$ cat src/rtl/dsd_mon_pkg.sv
// Shared types for the DSD fault monitor.
// Assumes: one control register whose fields load together on one write.
package dsd_mon_pkg;

    // Control register contents
    typedef struct packed {
        logic static_en;   // stuck-run detector enable
        logic invalid_en;  // density detector enable
        logic bypass;      // direct-conversion path selected
    } mon_cfg_t;

    // Value the control register takes in reset
    localparam mon_cfg_t CFG_RESET = '{static_en: 1'b1, invalid_en: 1'b0, bypass: 1'b0};

endpackage

$ cat src/rtl/dsd_mon_cfg.sv
// Control register for the fault monitor.
// Assumes: all fields are written together when wr_en is high; reset loads CFG_RESET.
module dsd_mon_cfg
    import dsd_mon_pkg::*;
(
    input  logic     clk,
    input  logic     rst_n,
    input  logic     wr_en,
    input  mon_cfg_t wr_data,
    output mon_cfg_t cfg_q
);

    // Hold the control settings; load on write
    always_ff @(posedge clk) begin
        if (!rst_n) begin
            cfg_q <= CFG_RESET;
        end else if (wr_en) begin
            cfg_q <= wr_data;
        end
    end

    AST_CFG_HOLD: assert property (@(posedge clk) disable iff (!rst_n)
        !wr_en |=> cfg_q == $past(cfg_q));

endmodule

$ cat src/rtl/dsd_run_detect.sv
// Stuck-stream detector: counts accepted bits equal to the previous one.
// The run length saturates at RUN_LEN. The hit flag is registered and is high
// while the run is at least RUN_LEN bits long.
// Assumes: en is a registered level. While en is low, all history is discarded.
module dsd_run_detect #(
    parameter int RUN_LEN = 28
) (
    input  logic clk,
    input  logic rst_n,
    input  logic en,
    input  logic bit_valid,
    input  logic bit_in,
    output logic run_hit
);

    localparam int CW = $clog2(RUN_LEN + 1);

    logic          prev_bit;
    logic          have_prev;
    logic [CW-1:0] run_cnt;
    logic [CW-1:0] run_nxt;

    // Next run length: restart on a change, saturate at the limit
    always_comb begin
        if (!have_prev || (bit_in != prev_bit)) begin
            run_nxt = CW'(1);
        end else if (run_cnt == CW'(RUN_LEN)) begin
            run_nxt = run_cnt;
        end else begin
            run_nxt = run_cnt + CW'(1);
        end
    end

    // Update the run history and flag on each accepted bit
    always_ff @(posedge clk) begin
        if (!rst_n || !en) begin
            prev_bit  <= 1'b0;
            have_prev <= 1'b0;
            run_cnt   <= '0;
            run_hit   <= 1'b0;
        end else if (bit_valid) begin
            prev_bit  <= bit_in;
            have_prev <= 1'b1;
            run_cnt   <= run_nxt;
            run_hit   <= (run_nxt == CW'(RUN_LEN));
        end
    end

    AST_RUN_CNT_BOUND: assert property (@(posedge clk) disable iff (!rst_n)
        run_cnt <= CW'(RUN_LEN));
    AST_MUTE_CLEAR_ON_BREAK: assert property (@(posedge clk) disable iff (!rst_n)
        (en && bit_valid && have_prev && (bit_in != prev_bit)) |=> !run_hit);
    AST_MUTE_NEEDS_EN: assert property (@(posedge clk) disable iff (!rst_n)
        !en |=> !run_hit);
    AST_RUN_IDLE_STABLE: assert property (@(posedge clk) disable iff (!rst_n)
        (en && !bit_valid) |=> ($stable(run_cnt) && $stable(run_hit)));

endmodule

$ cat src/rtl/dsd_window_detect.sv
// Density detector: keeps the last WIN accepted bits and a running count of
// ones. The count is updated by adding the new bit and removing the bit that
// leaves the window. The flag is registered and is high when the window is
// full and its ones count is above HI or below WIN-HI.
// Assumes: en is a registered level. While en is low, all history is discarded
// and the window must refill before it is judged.
module dsd_window_detect #(
    parameter int WIN = 28,
    parameter int HI  = 24
) (
    input  logic clk,
    input  logic rst_n,
    input  logic en,
    input  logic bit_valid,
    input  logic bit_in,
    output logic bias_hit
);

    localparam int OW = $clog2(WIN + 1);
    localparam int LO = WIN - HI;

    logic [WIN-1:0] hist;
    logic [OW-1:0]  ones;
    logic [OW-1:0]  ones_nxt;
    logic [OW-1:0]  fill;
    logic [OW-1:0]  fill_nxt;
    logic           oldest;
    logic           dense;

    // Running count, fill level and threshold test for the next window
    always_comb begin
        oldest   = hist[WIN-1];
        ones_nxt = ones + OW'(bit_in) - OW'(oldest);
        fill_nxt = (fill == OW'(WIN)) ? fill : fill + OW'(1);
        dense    = (fill_nxt == OW'(WIN)) &&
                   ((ones_nxt > OW'(HI)) || (ones_nxt < OW'(LO)));
    end

    // Shift the window and register the flag on each accepted bit
    always_ff @(posedge clk) begin
        if (!rst_n || !en) begin
            hist     <= '0;
            ones     <= '0;
            fill     <= '0;
            bias_hit <= 1'b0;
        end else if (bit_valid) begin
            hist     <= {hist[WIN-2:0], bit_in};
            ones     <= ones_nxt;
            fill     <= fill_nxt;
            bias_hit <= dense;
        end
    end

    AST_ONES_MATCH_HIST: assert property (@(posedge clk) disable iff (!rst_n)
        ones == OW'($countones(hist)));
    AST_ONES_LE_FILL: assert property (@(posedge clk) disable iff (!rst_n)
        ones <= fill);
    AST_FLAG_NEEDS_FULL: assert property (@(posedge clk) disable iff (!rst_n)
        bias_hit |-> (fill == OW'(WIN)));
    AST_ATTEN_NEEDS_EN: assert property (@(posedge clk) disable iff (!rst_n)
        !en |=> !bias_hit);
    AST_WIN_IDLE_STABLE: assert property (@(posedge clk) disable iff (!rst_n)
        (en && !bit_valid) |=> ($stable(ones) && $stable(bias_hit)));

endmodule

$ cat src/rtl/dsd_fault_monitor.sv
// DSD bitstream fault monitor top level.
// Combines the control register, the stuck-run detector (mute request) and the
// density detector (attenuate request). Bypass masks only the attenuate output;
// the detector state behind it is kept.
// Assumes: the control fields take effect one clock after they are written.
module dsd_fault_monitor
    import dsd_mon_pkg::*;
#(
    parameter int RUN_LEN = 28,
    parameter int WIN     = 28,
    parameter int HI      = 24
) (
    input  logic clk,
    input  logic rst_n,
    input  logic bit_valid,
    input  logic bit_in,
    input  logic cfg_we,
    input  logic cfg_static_en,
    input  logic cfg_invalid_en,
    input  logic cfg_bypass,
    output logic mute_req,
    output logic atten_req
);

    mon_cfg_t cfg_wr;
    mon_cfg_t cfg_q;
    logic     run_hit;
    logic     bias_hit;

    // Gather the write data into one register image
    always_comb begin
        cfg_wr.static_en  = cfg_static_en;
        cfg_wr.invalid_en = cfg_invalid_en;
        cfg_wr.bypass     = cfg_bypass;
    end

    dsd_mon_cfg u_cfg (
        .clk     (clk),
        .rst_n   (rst_n),
        .wr_en   (cfg_we),
        .wr_data (cfg_wr),
        .cfg_q   (cfg_q)
    );

    dsd_run_detect #(.RUN_LEN(RUN_LEN)) u_run (
        .clk       (clk),
        .rst_n     (rst_n),
        .en        (cfg_q.static_en),
        .bit_valid (bit_valid),
        .bit_in    (bit_in),
        .run_hit   (run_hit)
    );

    dsd_window_detect #(.WIN(WIN), .HI(HI)) u_win (
        .clk       (clk),
        .rst_n     (rst_n),
        .en        (cfg_q.invalid_en),
        .bit_valid (bit_valid),
        .bit_in    (bit_in),
        .bias_hit  (bias_hit)
    );

    // Drive the requests: mute passes straight through, attenuate is masked in bypass
    always_comb begin
        mute_req  = run_hit;
        atten_req = bias_hit & ~cfg_q.bypass;
    end

    AST_RESET_QUIET: assert property (@(posedge clk)
        !rst_n |=> (!mute_req && !atten_req));

endmodule

$ cat config.mk
export PLATFORM = sky130hd
export DESIGN_NAME = dsd_fault_monitor
export DESIGN_NICKNAME = d
export VERILOG_FILES = /design/src/rtl/dsd_mon_pkg.sv /design/src/rtl/dsd_mon_cfg.sv /design/src/rtl/dsd_run_detect.sv /design/src/rtl/dsd_window_detect.sv /design/src/rtl/dsd_fault_monitor.sv
export SDC_FILE = /design/constraint.sdc
export NUM_CORES = 1
export LEC_CHECK = 0
export ABC_CLOCK_PERIOD_IN_PS = 3600
export BUFFER_PORTS_ARGS = -buffer_cell sky130_fd_sc_hd__buf_2
export CAP_MARGIN = 20
export CELL_PAD_IN_SITES_DETAIL_PLACEMENT = 0
export CELL_PAD_IN_SITES_GLOBAL_PLACEMENT = 1
export CORE_MARGIN = 10
export CORE_UTILIZATION = 30
export DETAILED_ROUTE_END_ITERATION = 8
export PLACE_DENSITY_LB_ADDON = 0.1
export RECOVER_POWER = 100
export SYNTH_ARGS = -nofsm -noshare
export SYNTH_HDL_FRONTEND = slang
export SYNTH_SLANG_ARGS = --single-unit
$ cat constraint.sdc
create_clock -name clk -period 3.6 [get_ports clk]
set_clock_uncertainty 0.2 [all_clocks]
set_input_delay 0.18 -clock clk [delete_from_list [all_inputs] [get_ports clk]]
set_output_delay 0.18 -clock clk [all_outputs]
set_load 0.005 [all_outputs]
# ---- Word level (Yosys, flattened, before mapping)
# Cells that the tools add are included.
dict set report word_totals {
  reg_bits 50
  in_bits 8
  out_inout_bits 2
  elab_cells 36
}
dict set report op_classes {
  n_addsub 4
  magnitude_cmp 2
  eq_ne 5
  n_mux 3
  n_bitwise 2
  n_reduce_logical 9
}
# op count
set op_table {}
lappend op_table {{$eq 5x5->1 const B} 4}
lappend op_table {{$mux 5} 3}
lappend op_table {{$add 5x1->5 const B} 2}
lappend op_table {{$add 5x1->5} 1}
lappend op_table {{$gt 5x5->1 const B} 1}
lappend op_table {{$lt 5x3->1 const B} 1}
lappend op_table {{$sub 5x1->5} 1}
lappend op_table {{$logic_not 1->1} 4}
lappend op_table {{$logic_or 1x1->1} 4}
lappend op_table {{$and 1x1->1} 1}
lappend op_table {{$logic_and 1x1->1} 1}
lappend op_table {{$ne 1x1->1} 1}
lappend op_table {{$not 1->1} 1}

# ---- Depth between registers and ports, before layout
# Gate-level depths: netlist of run 1.
dict set report logic_depth {
  ltp_word 5
  ltp_mapped 11
  depth_no_buf 11
}

# ---- Modules after synthesis
# Synthesis of run 1 repeated with hierarchy kept, for this count alone.
dict set report hier_totals {
  hier_cells 246
  hier_area_um2 2356.0
}
# mod instances cells_per_inst area_each_um2 seq_area_each_um2
set modules_own_cells {}
lappend modules_own_cells {dsd_window_detect 1 184 1762.9 780.7}
lappend modules_own_cells {dsd_run_detect 1 52 473.0 160.2}
lappend modules_own_cells {dsd_mon_cfg 1 9 106.4 60.1}
lappend modules_own_cells {dsd_fault_monitor 1 1 13.8 0.0}

# ---- Least setup slack after synthesis of run 1
# No wires, ideal clock.
dict set report synth_path {
  kind {flip-flop to flip-flop}
  from {register u_win.ones[0]}
  to {register u_win.ones[4]}
  setup_ns 0.070
  t_arrival_ns 2.202
  t_required_ns 3.330
  path_slack_ns 1.127
  path_stages_with_launch 12
  path_buffers 0
  period_less_slack_ns 2.473
  path_cell_list {dfxtp_1 inv_1 ha_1 inv_1 ha_1 inv_1 fa_1 nand2b_1 a21oi_1 xnor2_1 or3_1 a21oi_1}
}
dict set report synth_between {
  elab_chain_cells 2
}
# element line
set synth_rtl {}
lappend synth_rtl {{from (decl)} dsd_window_detect.sv:23} ;# logic [OW-1:0] ones;
lappend synth_rtl {{from (signal assigned)} dsd_window_detect.sv:48} ;# ones <= ones_nxt;
lappend synth_rtl {{$add 5x1->5} dsd_window_detect.sv:33} ;# ones_nxt = ones + OW'(bit_in) - OW'(oldest);
lappend synth_rtl {{$sub 5x1->5} dsd_window_detect.sv:33}
# No other way between the ends.
# A chain may end at the register's enable or synchronous reset.

==> impl_summary.md, run 1 <==
Worst setup path
The slowest stage cell on the critical path is clkbuf_1. The signal on the critical path passes through clkbuf_1 -> clkbuf_1 -> nand4_1 -> nor3_1 -> a211oi_1. The startpoint of the worst register-to-register path is u_win.ones[0]$_SDFFE_PP0P_. The cell that appears most often on the critical path is clkbuf_1. The startpoint type of the worst setup path is an input pin. The family with the most delay on the worst path is buffers and inverters. The number of buffer and inverter stages on the critical path is 2. The worst setup path is of the in2reg kind. The number of cells traversed by the worst register-to-register path is 11. The worst reg2reg path endpoint is u_win.bias_hit$_SDFFE_PP0P_. The critical-path maximum fanout is 24. Setup slack on the worst reg-to-reg path comes out at 0.95 ns. STA classifies the critical path endpoint as a flop. At the worst endpoint, the required time is ~3.6 ns. For the worst setup path, the data arrival time is between 2 and 3 ns. The largest stage delay on the critical path is approximately 1.1 ns.

Clocking
The tree built by TritonCTS fans out to 50 sinks. The CTS tree is done. The tree is rooted in a clkbuf_8. The count of hold buffers inserted by post-cts repair is 4. Clock-pin slew was measured on the worst setup and hold paths at 0.09 ns. Post-CTS timing repair inserted 0 buffers for setup. The number of gates resized after CTS was 0.

In this run, CTS created clock tree buffers numbering 5. For the worst-skew pair, the clock arrives at the later sink with an insertion delay of 0.30 ns. Counting along the longest clock path gives a buffer depth of 2. The depth of the CTS H-tree is 2.

Min path
The worst hold path begins at bit_in. The worst hold path terminates at u_run.prev_bit$_SDFFE_PP0P_. The worst hold path cell count is 3. The class of the tightest hold or removal check is in2reg.

Synthesis
The number of synthesized register bits is 50. Sorting the synthesized cells by area gives the leading types as dfxtp_1, mux2i_1, nor2_1. The portion of synthesized cell area occupied by the leading cell type is 42.60%. Each instance of the synthesized netlist takes up on average 9.215 µm². The Yosys warning count is 0.

Yosys instantiated no cell more often than dfxtp_1. After synthesis the cells add up to 2350 µm². The count of distinct cell types in the synthesized netlist is 46. The number of enable-type register cells in the synthesized netlist is 0. The share of synthesized registers carrying an async set or reset is 0%. The post-synthesis cell count is 255. Of all cell types, the one taking the most synthesized area is dfxtp_1. Sequential cells were found to cover between 40% and 50% of the synthesized design area. In the synthesized netlist the dominant register cell turns out to be dfxtp_1. Ranked by instance count, the synthesized netlist is headed by dfxtp_1, nor2_1, mux2i_1. The number of nets in the synthesized netlist is approximately 270.

Finish
Relative to the synthesized area, the layout overhead comes to 11.50%. The number of antenna diodes is 0. The final core area utilization is ~34%. The count of placed standard cells in the final layout, fillers left out is 366. The fraction of final layout cells with drive strength greater than 1 is 6.439%.

The net count of the finished layout is roughly 280.

Global route
Global routing used 7.870% of the available tracks across all layers. The wire length of the first global-routing pass is between 7 and 8 mm. The initial antenna violation count is 0. The largest net degree at the start of global routing is 25. The total congestion overflow is 0. The number of global-route vias before repair is ~1,600.

Die
The overall die height is 108.5 µm. The standard-cell row count is 32. The area of the die is 11,770 µm². From left edge to right edge, the die measures 108.5 µm. Pin placement for this block handled 10 I/O pins.

Once the floorplan was initialized, standard cells occupied 30.57% of the core. The total core area is 7687 µm².

Outcome
The flow ran to the end, but the final reports show violations. The checks that failed: capacitance limit.

Timing
The transition time at the pin with the least slew margin is roughly 1.5 ns. Setup repair after global routing left no endpoint under its margin. The worst path needs about 2.7 ns of the cycle, external delays included.

In the final timing run, aggregate negative setup slack is 0 ns. The count of endpoints failing hold in the final timing report is 0. In the finished design, the share of the clock period the worst path needs comes to 75.42%.

The worst path meets setup with about 0.88 ns of slack. Timing would allow up to approximately 0.37 GHz. The number of endpoints failing setup at the final stage is 0.

The number of pins exceeding their max-slew limit in the final report came to 0. The worst-case headroom to the max-slew limit is 0.1440%.

Drt
The via count is 1,689. In the routed layout, each cell is associated on average with a via count of around 4.6. In the detailed route, the total length drawn on met3 is 133 µm. The detailed-routed wire length on met2 is 2.038 mm. The average wire length per cell after detail routing is around 12 µm. The post-route antenna net violation count is 0.

The final routed wirelength across all metal layers is 4.396 mm. For this block, wires on met1 add up to 2.189 mm. The highest metal layer carrying signal wires in the routed design is met4. For this run, design rule violations remaining after detail routing come to 0. Before antenna repair, the detailed router went through 4 iterations. The first-iteration detailed-routing DRC count is 56.

Power and ir drop
Internal power comes to 864.2 µW. The static power due to leakage is 0.9552 nW. The logic gate share of total power is 6.0%. In this run the power spent charging and discharging nets is around 230 µW. The clock network is responsible for 42.6% of the overall power. The maximum vdd drop is between 0.15 and 0.2 mV.

The share of total power consumed by net switching is 21.07%. Of the total power, registers draw 51.4%. The design draws 1.095 mW. The power density over the cells is 417.9 nW/µm².

Place
The total half-perimeter wirelength after legalization and detailed placement is 3.069 mm. During placement, the flow inserted port buffers numbering 9. Before CTS, the worst setup slack after placement is 0.9478 ns. The placed cell count is 354. The placer's final routability congestion estimate is roughly 0.73.

Job
The max-cap violation count is 1.
layout make-up:
class                           count  area [µm²]
Fill cell                         845        5067
Multi-Input combinational cell    178        1216
Sequential cell                    50        1001
Tap cell                          102       127.6
Timing Repair Buffer               15       88.84
Clock buffer                        5       68.82
Clock inverter                      3       68.82
Inverter                           13       48.80
per-layer routing:
metal	vias up	global-route usage [%]
li1	902	-
met3	2	2.201
met5	-	0
met2	12	12.41
met4	0	2.542
met1	773	10.14
flip-flops by register name, summed over array words and instances (netlist names):
signal and count:
u_run.run_hit 1, u_cfg.cfg_q 3, u_run.have_prev 1, u_run.run_cnt 5, u_win.hist 28, u_run.prev_bit 1
u_win.bias_hit 1, u_win.fill 5, u_win.ones 5
logic make-up (layout without fill, tap and decap cells):
| kind of cell | after synthesis | after routing | synth area share (%) |
|---|---|---|---|
| XOR/XNOR | 9 | 9 | 3.355 |
| AND/OR/NAND/NOR | 87 | 87 | 17.20 |
| adder cells (fa/ha/maj) | 10 | 10 | 5.644 |
| flip-flops | 50 | 50 | 42.60 |
| multiplexers | 33 | 33 | 14.06 |
| buffers and inverters | 27 | 36 | 5.644 |
| AO/OA/AOI/OAI | 39 | 39 | 11.50 |
layout by cell type (no fill, tap or decap), drive strengths merged, types with 4 or more instances in the layout:
| cell type | instances |
|---|---|
| o21ai | 4 |
| mux2i | 33 |
| a21oi | 13 |
| nand3 | 4 |
| buf | 6 |
| nor3 | 4 |
| ha | 9 |
| inv | 13 |
| nand2 | 18 |
| dfxtp | 50 |
| nor2 | 41 |
| xnor2 | 6 |
| dlygate4sd3 | 4 |
| clkbuf | 10 |
through the flow:
step | area, µm² | hold WS [ns]
floorplan | 2350 | 0.04194
global placement | 2454 | 0.1995
detailed placement | 2454 | 0.2031
CTS | 2631 | 0.003961
global route | 2620 | 0.009551
finish | 2620 | 0.005656
how the worst max path moves through the flow:
stage	from	cells past startpoint	slack (ns)	to
after global routing	bit_valid	5	0.64	u_win.fill[4]$_SDFFE_PP0P_
after floorplan	u_win.ones[0]$_SDFFE_PP0P_	11	1.13	u_win.ones[4]$_SDFFE_PP0P_
final	bit_valid	5	0.88	u_win.fill[4]$_SDFFE_PP0P_
after detailed placement	u_win.ones[0]$_SDFFE_PP0P_	11	0.95	u_win.ones[4]$_SDFFE_PP0P_
after CTS	u_win.ones[0]$_SDFFE_PP0P_	11	0.93	u_win.bias_hit$_SDFFE_PP0P_
after global placement	u_win.ones[0]$_SDFFE_PP0P_	11	0.98	u_win.ones[4]$_SDFFE_PP0P_
tightest hold or removal path: cells and delay by family:
family                 cells  cell delay (ns)
AO/OA/AOI/OAI              1             0.06
buffers and inverters      1             0.13
AND/OR/NAND/NOR            1             0.09
power by group through the flow:
stage	clock network (mW)	logic (mW)	registers [mW]
6_report	0.467	0.0653	0.563
5_1_grt	0.507	0.0731	0.564
4_1_cts	0.488	0.0666	0.563
3_5_place_dp	0	0.0632	0.576
3_3_place_gp	0	0.0635	0.576
2_1_floorplan	0	0.0496	0.575
Note: power is estimated with default switching activity, not from simulation.
==> run 2: changes to the inputs <==
--- a/config.mk
+++ b/config.mk
@@ -5,7 +5,7 @@
 export SDC_FILE = /design/constraint.sdc
 export NUM_CORES = 1
 export LEC_CHECK = 0
-export ABC_CLOCK_PERIOD_IN_PS = 3600
+export ABC_CLOCK_PERIOD_IN_PS = 2700
 export BUFFER_PORTS_ARGS = -buffer_cell sky130_fd_sc_hd__buf_2
 export CAP_MARGIN = 20
 export CELL_PAD_IN_SITES_DETAIL_PLACEMENT = 0
==> constraint.sdc (replaced) <==
create_clock -name clk -period 2.7 [get_ports clk]
set_clock_uncertainty 0.2 [all_clocks]
set_input_delay 0.135 -clock clk [delete_from_list [all_inputs] [get_ports clk]]
set_output_delay 0.135 -clock clk [all_outputs]
set_load 0.005 [all_outputs]
==> run 2 against run 1 <==
The flow now finishes without violations. Global-route usage rose by 0.17 points. Setup slack got worse by 0.71 ns. Critical path depth rose by 6. Critical endpoint is now u_win.bias_hit$_SDFFE_PP0P_. Highest routed layer unchanged.
==> impl_summary.md, run 2 (synthesis results as in run 1) <==
Worst setup path
The startpoint type of the worst setup path is a flop. The critical path goes through inv_1 -> ha_1 -> inv_1 -> ha_2 -> inv_1 -> fa_1 -> nor3b_1 -> a21o_1 -> a211oi_2 -> o221ai_1 -> a21boi_1. The worst setup slack for register-to-register paths was 0.18 ns (-0.77 ns). The instance count on the critical path is 11 (+6). Broken down by cell family, the worst path's largest delay share belongs to adder cells. The data required time at the worst endpoint is 2.74 ns (-0.82 ns). The type of element capturing the critical path is a flop. The worst reg2reg path endpoint is u_win.bias_hit$_SDFFE_PP0P_. The number of cells traversed by the worst register-to-register path is 11 (unchanged). The startpoint of the worst register-to-register path is u_win.ones[0]$_SDFFE_PP0P_. The critical path start-end classification is reg2reg. The launching element of the worst setup path is u_win.ones[0]$_SDFFE_PP0P_. The critical-path maximum fanout came to 3 (-88%). The largest stage delay on the critical path is 0.47 ns (-0.59 ns). The arrival time reported for the critical path endpoint was 2.56 ns (-0.12 ns). The most numerous cell type found on the critical path is inv_1.

The slowest stage cell on the critical path is fa_1. The number of buffer and inverter stages on the critical path is 3 (+1).

Finish
The fraction of final layout cells with drive strength greater than 1 was 8.922% (+2.5 points). The number of flip-flops under the largest register name is 28 (unchanged). The synthesis-to-finish area growth is 13.26%. The number of antenna diodes is 0 (unchanged).

The count of placed standard cells in the final layout, fillers left out is 371 (+1.4%). The number of nets in the layout came to 286 (+1.8%). The leading cell type in the layout, fill and taps excluded is dfxtp_1. The number of inserted filler cells in the final layout is 849 (+0.47%).

The top cell types in the final layout, fill and taps aside, are dfxtp_1, nor2_1, mux2i_1. The largest register by flop count is u_win.hist.

Power and ir drop
The clock network power share is 38.6% (-4.0 points). The power share of the sequential group is 54.6% (+3.2 points). The logic gate share of total power is 6.8% (+0.8 points). The power density over the cells came to 516.5 nW/µm² (+24%). The maximum vdd drop is 0.2105 mV (+16%). The switching power summed over all nets is 313.0 µW (+36%).

The share of total power consumed by net switching is 22.77% (+1.7 points). The static power due to leakage is 0.9633 nW (+0.84%). The internal power came to 1.062 mW (+23%).

Drt
The routed wire length on met3 came to 109 µm (-18%). The post-route antenna net violation count is 0 (unchanged). The met1 wire length is 2.282 mm (+4.2%).

The via density per instance is 4.623 (+0.17%). The detailed-routed wire length on met2 is 2.103 mm (+3.2%). The average wire length per cell after detail routing is 12.26 µm (+2.1%). The number of iterations in the first detailed-routing pass is 4 (unchanged). The post-route DRC violation count is 0 (unchanged). The final routed wirelength across all metal layers is 4.548 mm (+3.5%). The via count is 1,715 (+1.5%). The first-iteration detailed-routing DRC count is 72 (+29%). The highest layer touched by signal routing is met4.

Clocking
The insertion delay to the later sink of the worst-skew pair is 0.30 ns (about the same). The TritonCTS sink count is 50 (unchanged). The clock-pin slew reported for the worst setup and hold paths after clock tree synthesis was 0.10 ns (about the same). The CTS tree is done. The tree is rooted in a clkbuf_8. The number of buffers inserted during clock tree synthesis is 5 (unchanged). The buffer levels on the longest clock path is 2 (unchanged).

The depth of the CTS H-tree is 2 (unchanged).

Timing
The number of endpoints failing setup at the final stage is 0 (unchanged). The final critical path takes up a little over 90% of the cycle. The routed design could run at a clock period as short as 2.523 ns. The transition time at the pin with the least slew margin is 0.8014 ns (-0.6965 ns). The number of pins exceeding their max-slew limit in the final report is 0 (unchanged).

The count of endpoints failing hold in the final timing report is 0 (unchanged). The worst hold slack after final layout was 0.2174 ns (+0.2117 ns). The worst-case headroom to the max-slew limit was 46.58% (+46 points). The maximum clock frequency is 0.3963 GHz.

Global route
The wire length of the first global-routing pass is 7.721 mm (+1.5%). The global-route usage over all layers was 8.042% (+0.17 points). The largest net degree at the start of global routing is 39 (+56%). The initial antenna violation count is 0 (unchanged). The number of global-route vias before repair is 1,674 (+2.6%). The total congestion overflow came to 0 (unchanged).

Outcome
The flow ran to the end, and the final reports show no timing, DRC or antenna violations.

Min path
The startpoint of the worst hold path is bit_valid. The path class of the tightest hold or removal check is in2reg. The worst hold path cell count was 4 (+1).

The path with the worst hold slack has its endpoint at u_win.fill[1]$_SDFFE_PP0P_.

Die
The effective utilization at floorplan is 30.57% (unchanged). The total core area was 7687 µm² (unchanged). The area of the die is 11,770 µm² (unchanged). The overall die width is 108.5 µm (unchanged). The number of top-level pins was 10 (unchanged). The standard-cell row count is 32 (unchanged).

The overall die height is 108.5 µm (unchanged).

Place
The total half-perimeter wirelength after legalization and detailed placement came to 3.042 mm (-0.90%). The placer's final routability congestion estimate was 0.7725 (+6.4%). The placed cell count is 356 (+0.56%). The count of port buffers added during placement is 9 (unchanged).

Job
The max-cap violation count is 0 (-1).
run 2: how the worst max path moves through the flow:
stage,to,slack [ns]
after floorplan,u_win.ones[4]$_SDFFE_PP0P_,0.23
after global placement,u_win.bias_hit$_SDFFE_PP0P_,0.19
after detailed placement,u_win.bias_hit$_SDFFE_PP0P_,0.11
after CTS,u_win.bias_hit$_SDFFE_PP0P_,0.06
after global routing,u_win.bias_hit$_SDFFE_PP0P_,-0.005
final,u_win.bias_hit$_SDFFE_PP0P_,0.18
run 2: area by class of cell:
cell class / count / area, µm² / area share, %
clock buffers: 5 / 68.82 / 2.586
flip-flops and latches: 50 / 1001 / 37.61
well taps: 102 / 127.6 / 4.795
repair buffers: 20 / 135.1 / 5.078
inverters: 13 / 48.80 / 1.834
multi-input cells: 178 / 1235 / 46.40
clock inverters: 3 / 45.04 / 1.693
run 2: power by group through the flow:
stage / registers, mW / logic [mW] / clock network (mW)
after global routing: 0.753 / 0.104 / 0.586
after global placement: 0.768 / 0.0867 / 0
after floorplan: 0.766 / 0.0661 / 0
after CTS: 0.751 / 0.0945 / 0.561
after detailed placement: 0.768 / 0.0855 / 0
final: 0.751 / 0.0939 / 0.530
run 2: worst reg2reg max path: cells and delay by family, from the launching register on:
| kind | cells | cell delay [ns] |
|---|---|---|
| AOI/OAI and AO/OA | 4 | 0.70 |
| adders and majority gates | 3 | 0.93 |
| buffers and inverters | 3 | 0.16 |
| DFF | 1 | 0.33 |
| and+or+nand+nor | 1 | 0.16 |
run 2: stage by stage:
stage                TNS (ns)  util [%]  setup WS (ns)  instance area (µm²)  total power [mW]
global route        -0.005189     34.62      -0.005189                 2661             1.443
floorplan                   0         -         0.2274                 2350            0.8323
CTS                         0     34.51        0.06065                 2653             1.406
detailed placement          0     32.11         0.1074                 2469            0.8533
finish                      0     34.62         0.1768                 2661             1.375
global placement            0     32.11         0.1902                 2469            0.8548
run 2: metal layers:
metal,GRT usage [%],vias up
met5,0,-
met4,2.542,0
met3,2.380,4
met2,12.93,13
met1,10.11,790
li1,-,908
run 2: what timing repair did:
action / 4_1_cts / 5_1_grt
gates resized for setup: 0 / 5
endpoints found under the hold margin: 5 / 0
setup endpoints to repair: 0 / 2
hold buffers: 7 / 0
setup buffers: 0 / 0
==> run 3: changes to the inputs <==
--- a/config.mk
+++ b/config.mk
@@ -5,11 +5,12 @@
 export SDC_FILE = /design/constraint.sdc
 export NUM_CORES = 1
 export LEC_CHECK = 0
-export ABC_CLOCK_PERIOD_IN_PS = 2700
+export ABC_CLOCK_PERIOD_IN_PS = 3120
 export BUFFER_PORTS_ARGS = -buffer_cell sky130_fd_sc_hd__buf_2
 export CAP_MARGIN = 20
 export CELL_PAD_IN_SITES_DETAIL_PLACEMENT = 0
 export CELL_PAD_IN_SITES_GLOBAL_PLACEMENT = 1
+export CORE_ASPECT_RATIO = 2
 export CORE_MARGIN = 10
 export CORE_UTILIZATION = 30
 export DETAILED_ROUTE_END_ITERATION = 8
==> constraint.sdc (replaced) <==
create_clock -name clk -period 3.12 [get_ports clk]
set_clock_uncertainty 0.2 [all_clocks]
set_input_delay 0.156 -clock clk [delete_from_list [all_inputs] [get_ports clk]]
set_output_delay 0.156 -clock clk [all_outputs]
set_load 0.005 [all_outputs]
==> run 3 against run 2 <==
First-iteration DRC count grew 29%. Critical endpoint is now u_win.ones[4]$_SDFFE_PP0P_. Sequential cell count stayed put. Utilization is 0.69 points higher. Design area is 0.85% higher. Wire length up 2.6%. Critical path type unchanged. Hold slack worse by 0.14 ns. Combinational power is 15% lower. Fmax is 6.9% lower. Non-clock buffer count is the same. Via count grew 1.4%. The run now ends with capacitance limit, slew limit left. Global-route usage is 0.59 points higher. Sequential power is 13% lower. Largest cell class unchanged.
==> impl_summary.md, run 3 (synthesis results as in run 1) <==
Global route
The met1 track utilization from global routing is 9.314% (-0.79 points). The initial antenna violation count was 0 (unchanged). In this run the most used layer during global routing was met2. The total congestion overflow came to 0 (unchanged). The met3 track demand over resource came to 2.472% (+0.093 points). The met2 track demand over resource is 14.66% (+1.7 points).

The number of global-route vias before repair is 1,775 (+6.0%). The global-route usage over all layers is 8.630% (+0.59 points). The largest net degree at the start of global routing is 40 (+2.6%). The wire length of the first global-routing pass is 8.355 mm (+8.2%).

Timing
The transition time at the pin with the least slew margin is 1.752 ns (+0.9508 ns). The number of pins exceeding their max-slew limit in the final report is 40 (+40). The smallest setup slack after layout is 0.4099 ns (+0.2330 ns). The portion of the clock cycle consumed by the worst path in the final layout is 86.86% (-6.6 points). Setup repair after global routing left no endpoint under its margin.

The total negative slack for setup checks is 0 ns (unchanged). The worst-case headroom to the max-slew limit is -16.81% (-63 points). The final critical delay including setup and external delays is 2.710 ns (+0.1870 ns). The maximum clock frequency came to 0.3690 GHz (-6.9%). The number of endpoints failing setup at the final stage is 0 (unchanged). The count of endpoints failing hold in the final timing report is 0 (unchanged).

Die
The area of the die is 11,990 µm² (+1.8%). The effective utilization at floorplan is 30.91% (+0.35 points). The number of top-level pins is 10 (unchanged). The overall die width is 82.58 µm (-24%). The overall die height is 145.2 µm (+34%). The total core area is 7601 µm² (-1.1%).

The standard-cell row count came to 45 (+41%).

Drt
The via density per instance is 4.804 (+3.9%). The number of iterations in the first detailed-routing pass is 4 (unchanged). The post-route antenna net violation count is 0 (unchanged). The via count is 1,739 (+1.4%). The first-iteration detailed-routing DRC count is 93 (+29%). The average wire length per cell after detail routing is 12.90 µm (+5.2%).

The final routed wirelength across all metal layers is 4.668 mm (+2.6%). The post-route DRC violation count is 0 (unchanged).

Outcome
The flow ran to the end, but the final reports show violations. The final reports fail on capacitance limit, slew limit.

Worst setup path
The data required time at the worst endpoint is 3.11 ns (+0.37 ns). The critical-path maximum fanout was 5 (+2). STA classifies the critical path startpoint as a flop.

STA classifies the critical path endpoint as a flop. The worst setup slack for register-to-register paths is 0.41 ns (+0.23 ns). The arrival time reported for the critical path endpoint is 2.70 ns (+0.14 ns). The critical path start-end classification is reg2reg.

Finish
The fraction of final layout cells with drive strength greater than 1 is 6.343% (-2.6 points). u_win.hist holds more flip-flops than any other register. The number of nets in the layout is 286 (unchanged). The number of antenna diodes is 0 (unchanged).

The number of flip-flops under the largest register name is 28 (unchanged). The library cell used most frequently in the layout, excluding fill and tap cells, is dfxtp_1. In the layout the commonest cells are dfxtp_1, nor2_1, mux2i_1.

Compared with the post-synthesis result, the final layout area differs by 14.22%.

Min path
The path class of the tightest hold or removal check is in2reg.

Clocking
The TritonCTS sink count came to 50 (unchanged). The count of hold buffers inserted by post-cts repair is 8 (+1). The depth of the CTS H-tree was 2 (unchanged). The number of buffers inserted during clock tree synthesis is 5 (unchanged).

The insertion delay to the later sink of the worst-skew pair came to 0.29 ns (about the same). The buffer levels on the longest clock path is 2 (unchanged). The post-CTS setup buffer count is 0 (unchanged). The number of gates given a new drive strength after cts came to 0 (unchanged).

The clock-pin slew reported for the worst setup and hold paths after clock tree synthesis is 0.07 ns (-0.03 ns). Clock tree synthesis selected as its root buffer the cell clkbuf_16. The CTS tree is done.

Job
The max-cap violation count came to 1 (+1).

Power and ir drop
The share of total power consumed by net switching came to 21.25% (-1.5 points). The power share of the sequential group was 48.5% (-6.1 points). The maximum vdd drop was 0.3302 mV (+57%). The logic gate share of total power was 5.9% (-0.9 points).

The switching power summed over all nets is 284.7 µW (-9.0%). The static power due to leakage is 0.9913 nW (+2.9%). The internal power was 1.055 mW (-0.59%). The power density over the cells was 499.3 nW/µm² (-3.3%). The overall power of the completed layout is 1.340 mW (-2.5%).

The clock network power share is 45.6% (+7.0 points).

Place
The post-placement setup slack is 0.4595 ns (+0.3522 ns). The count of port buffers added during placement is 9 (unchanged). The total half-perimeter wirelength after legalization and detailed placement was 3.337 mm (+9.7%). The placer's final routability congestion estimate is 0.7726 (about the same).
## run 3: final timing paths
| kind | start | cells after the start | end |
|---|---|---|---|
| hold reg to reg | u_run.run_hit$_SDFFE_PP0P_ | 2 | u_run.run_hit$_SDFFE_PP0P_ |
| hold / removal | rst_n | 3 | u_win.bias_hit$_SDFFE_PP0P_ |
| setup reg to reg | u_win.ones[0]$_SDFFE_PP0P_ | 11 | u_win.ones[4]$_SDFFE_PP0P_ |
| setup / recovery | u_win.ones[0]$_SDFFE_PP0P_ | 11 | u_win.ones[4]$_SDFFE_PP0P_ |
## run 3: stage by stage
stage | cell area [µm²] | cells | hold WS, ns | utilization [%]
floorplan | 2350 | 255 | 0.01794 | -
global placement | 2451 | 347 | 0.1781 | 32.25
detailed placement | 2451 | 347 | 0.1842 | 32.25
CTS | 2695 | 362 | 0.02939 | 35.46
global route | 2684 | 362 | 0.08356 | 35.31
finish | 2684 | 362 | 0.08109 | 35.31
## run 3: area by class of cell
class / instances / area (µm²)
clock buffers: 5 / 125.1
clock inverters: 2 / 38.79
fillers: 834 / 4917
inverters: 13 / 48.80
multi-input cells: 178 / 1216
flip-flops and latches: 50 / 1001
well taps: 94 / 117.6
repair buffers: 20 / 136.4
## run 3: power by group through the flow
stage	clock, mW	combinational, mW	sequential, mW
final	0.611	0.0794	0.650
after global routing	0.658	0.0896	0.651
after CTS	0.634	0.0819	0.650
after detailed placement	0	0.0732	0.665
after global placement	0	0.0737	0.665
after floorplan	0	0.0572	0.663
## run 3: critical path, cell delays in order, from the launching register on
cell and delay (ns):
dfxtp_1 0.33, inv_1 0.04, ha_1 0.27, inv_1 0.05, ha_1 0.17, inv_1 0.06
fa_1 0.45, nand2b_1 0.21, a21oi_1 0.25, xnor2_1 0.11, or3_1 0.31, a21oi_1 0.14
## run 3: layer usage
| layer | up-vias | share of wire, % |
|---|---|---|
| met5 | - | 0 |
| met2 | 18 | 54 |
| li1 | 906 | - |
| met4 | 0 | 2.1 |
| met3 | 6 | 4.0 |
| met1 | 809 | 40 |
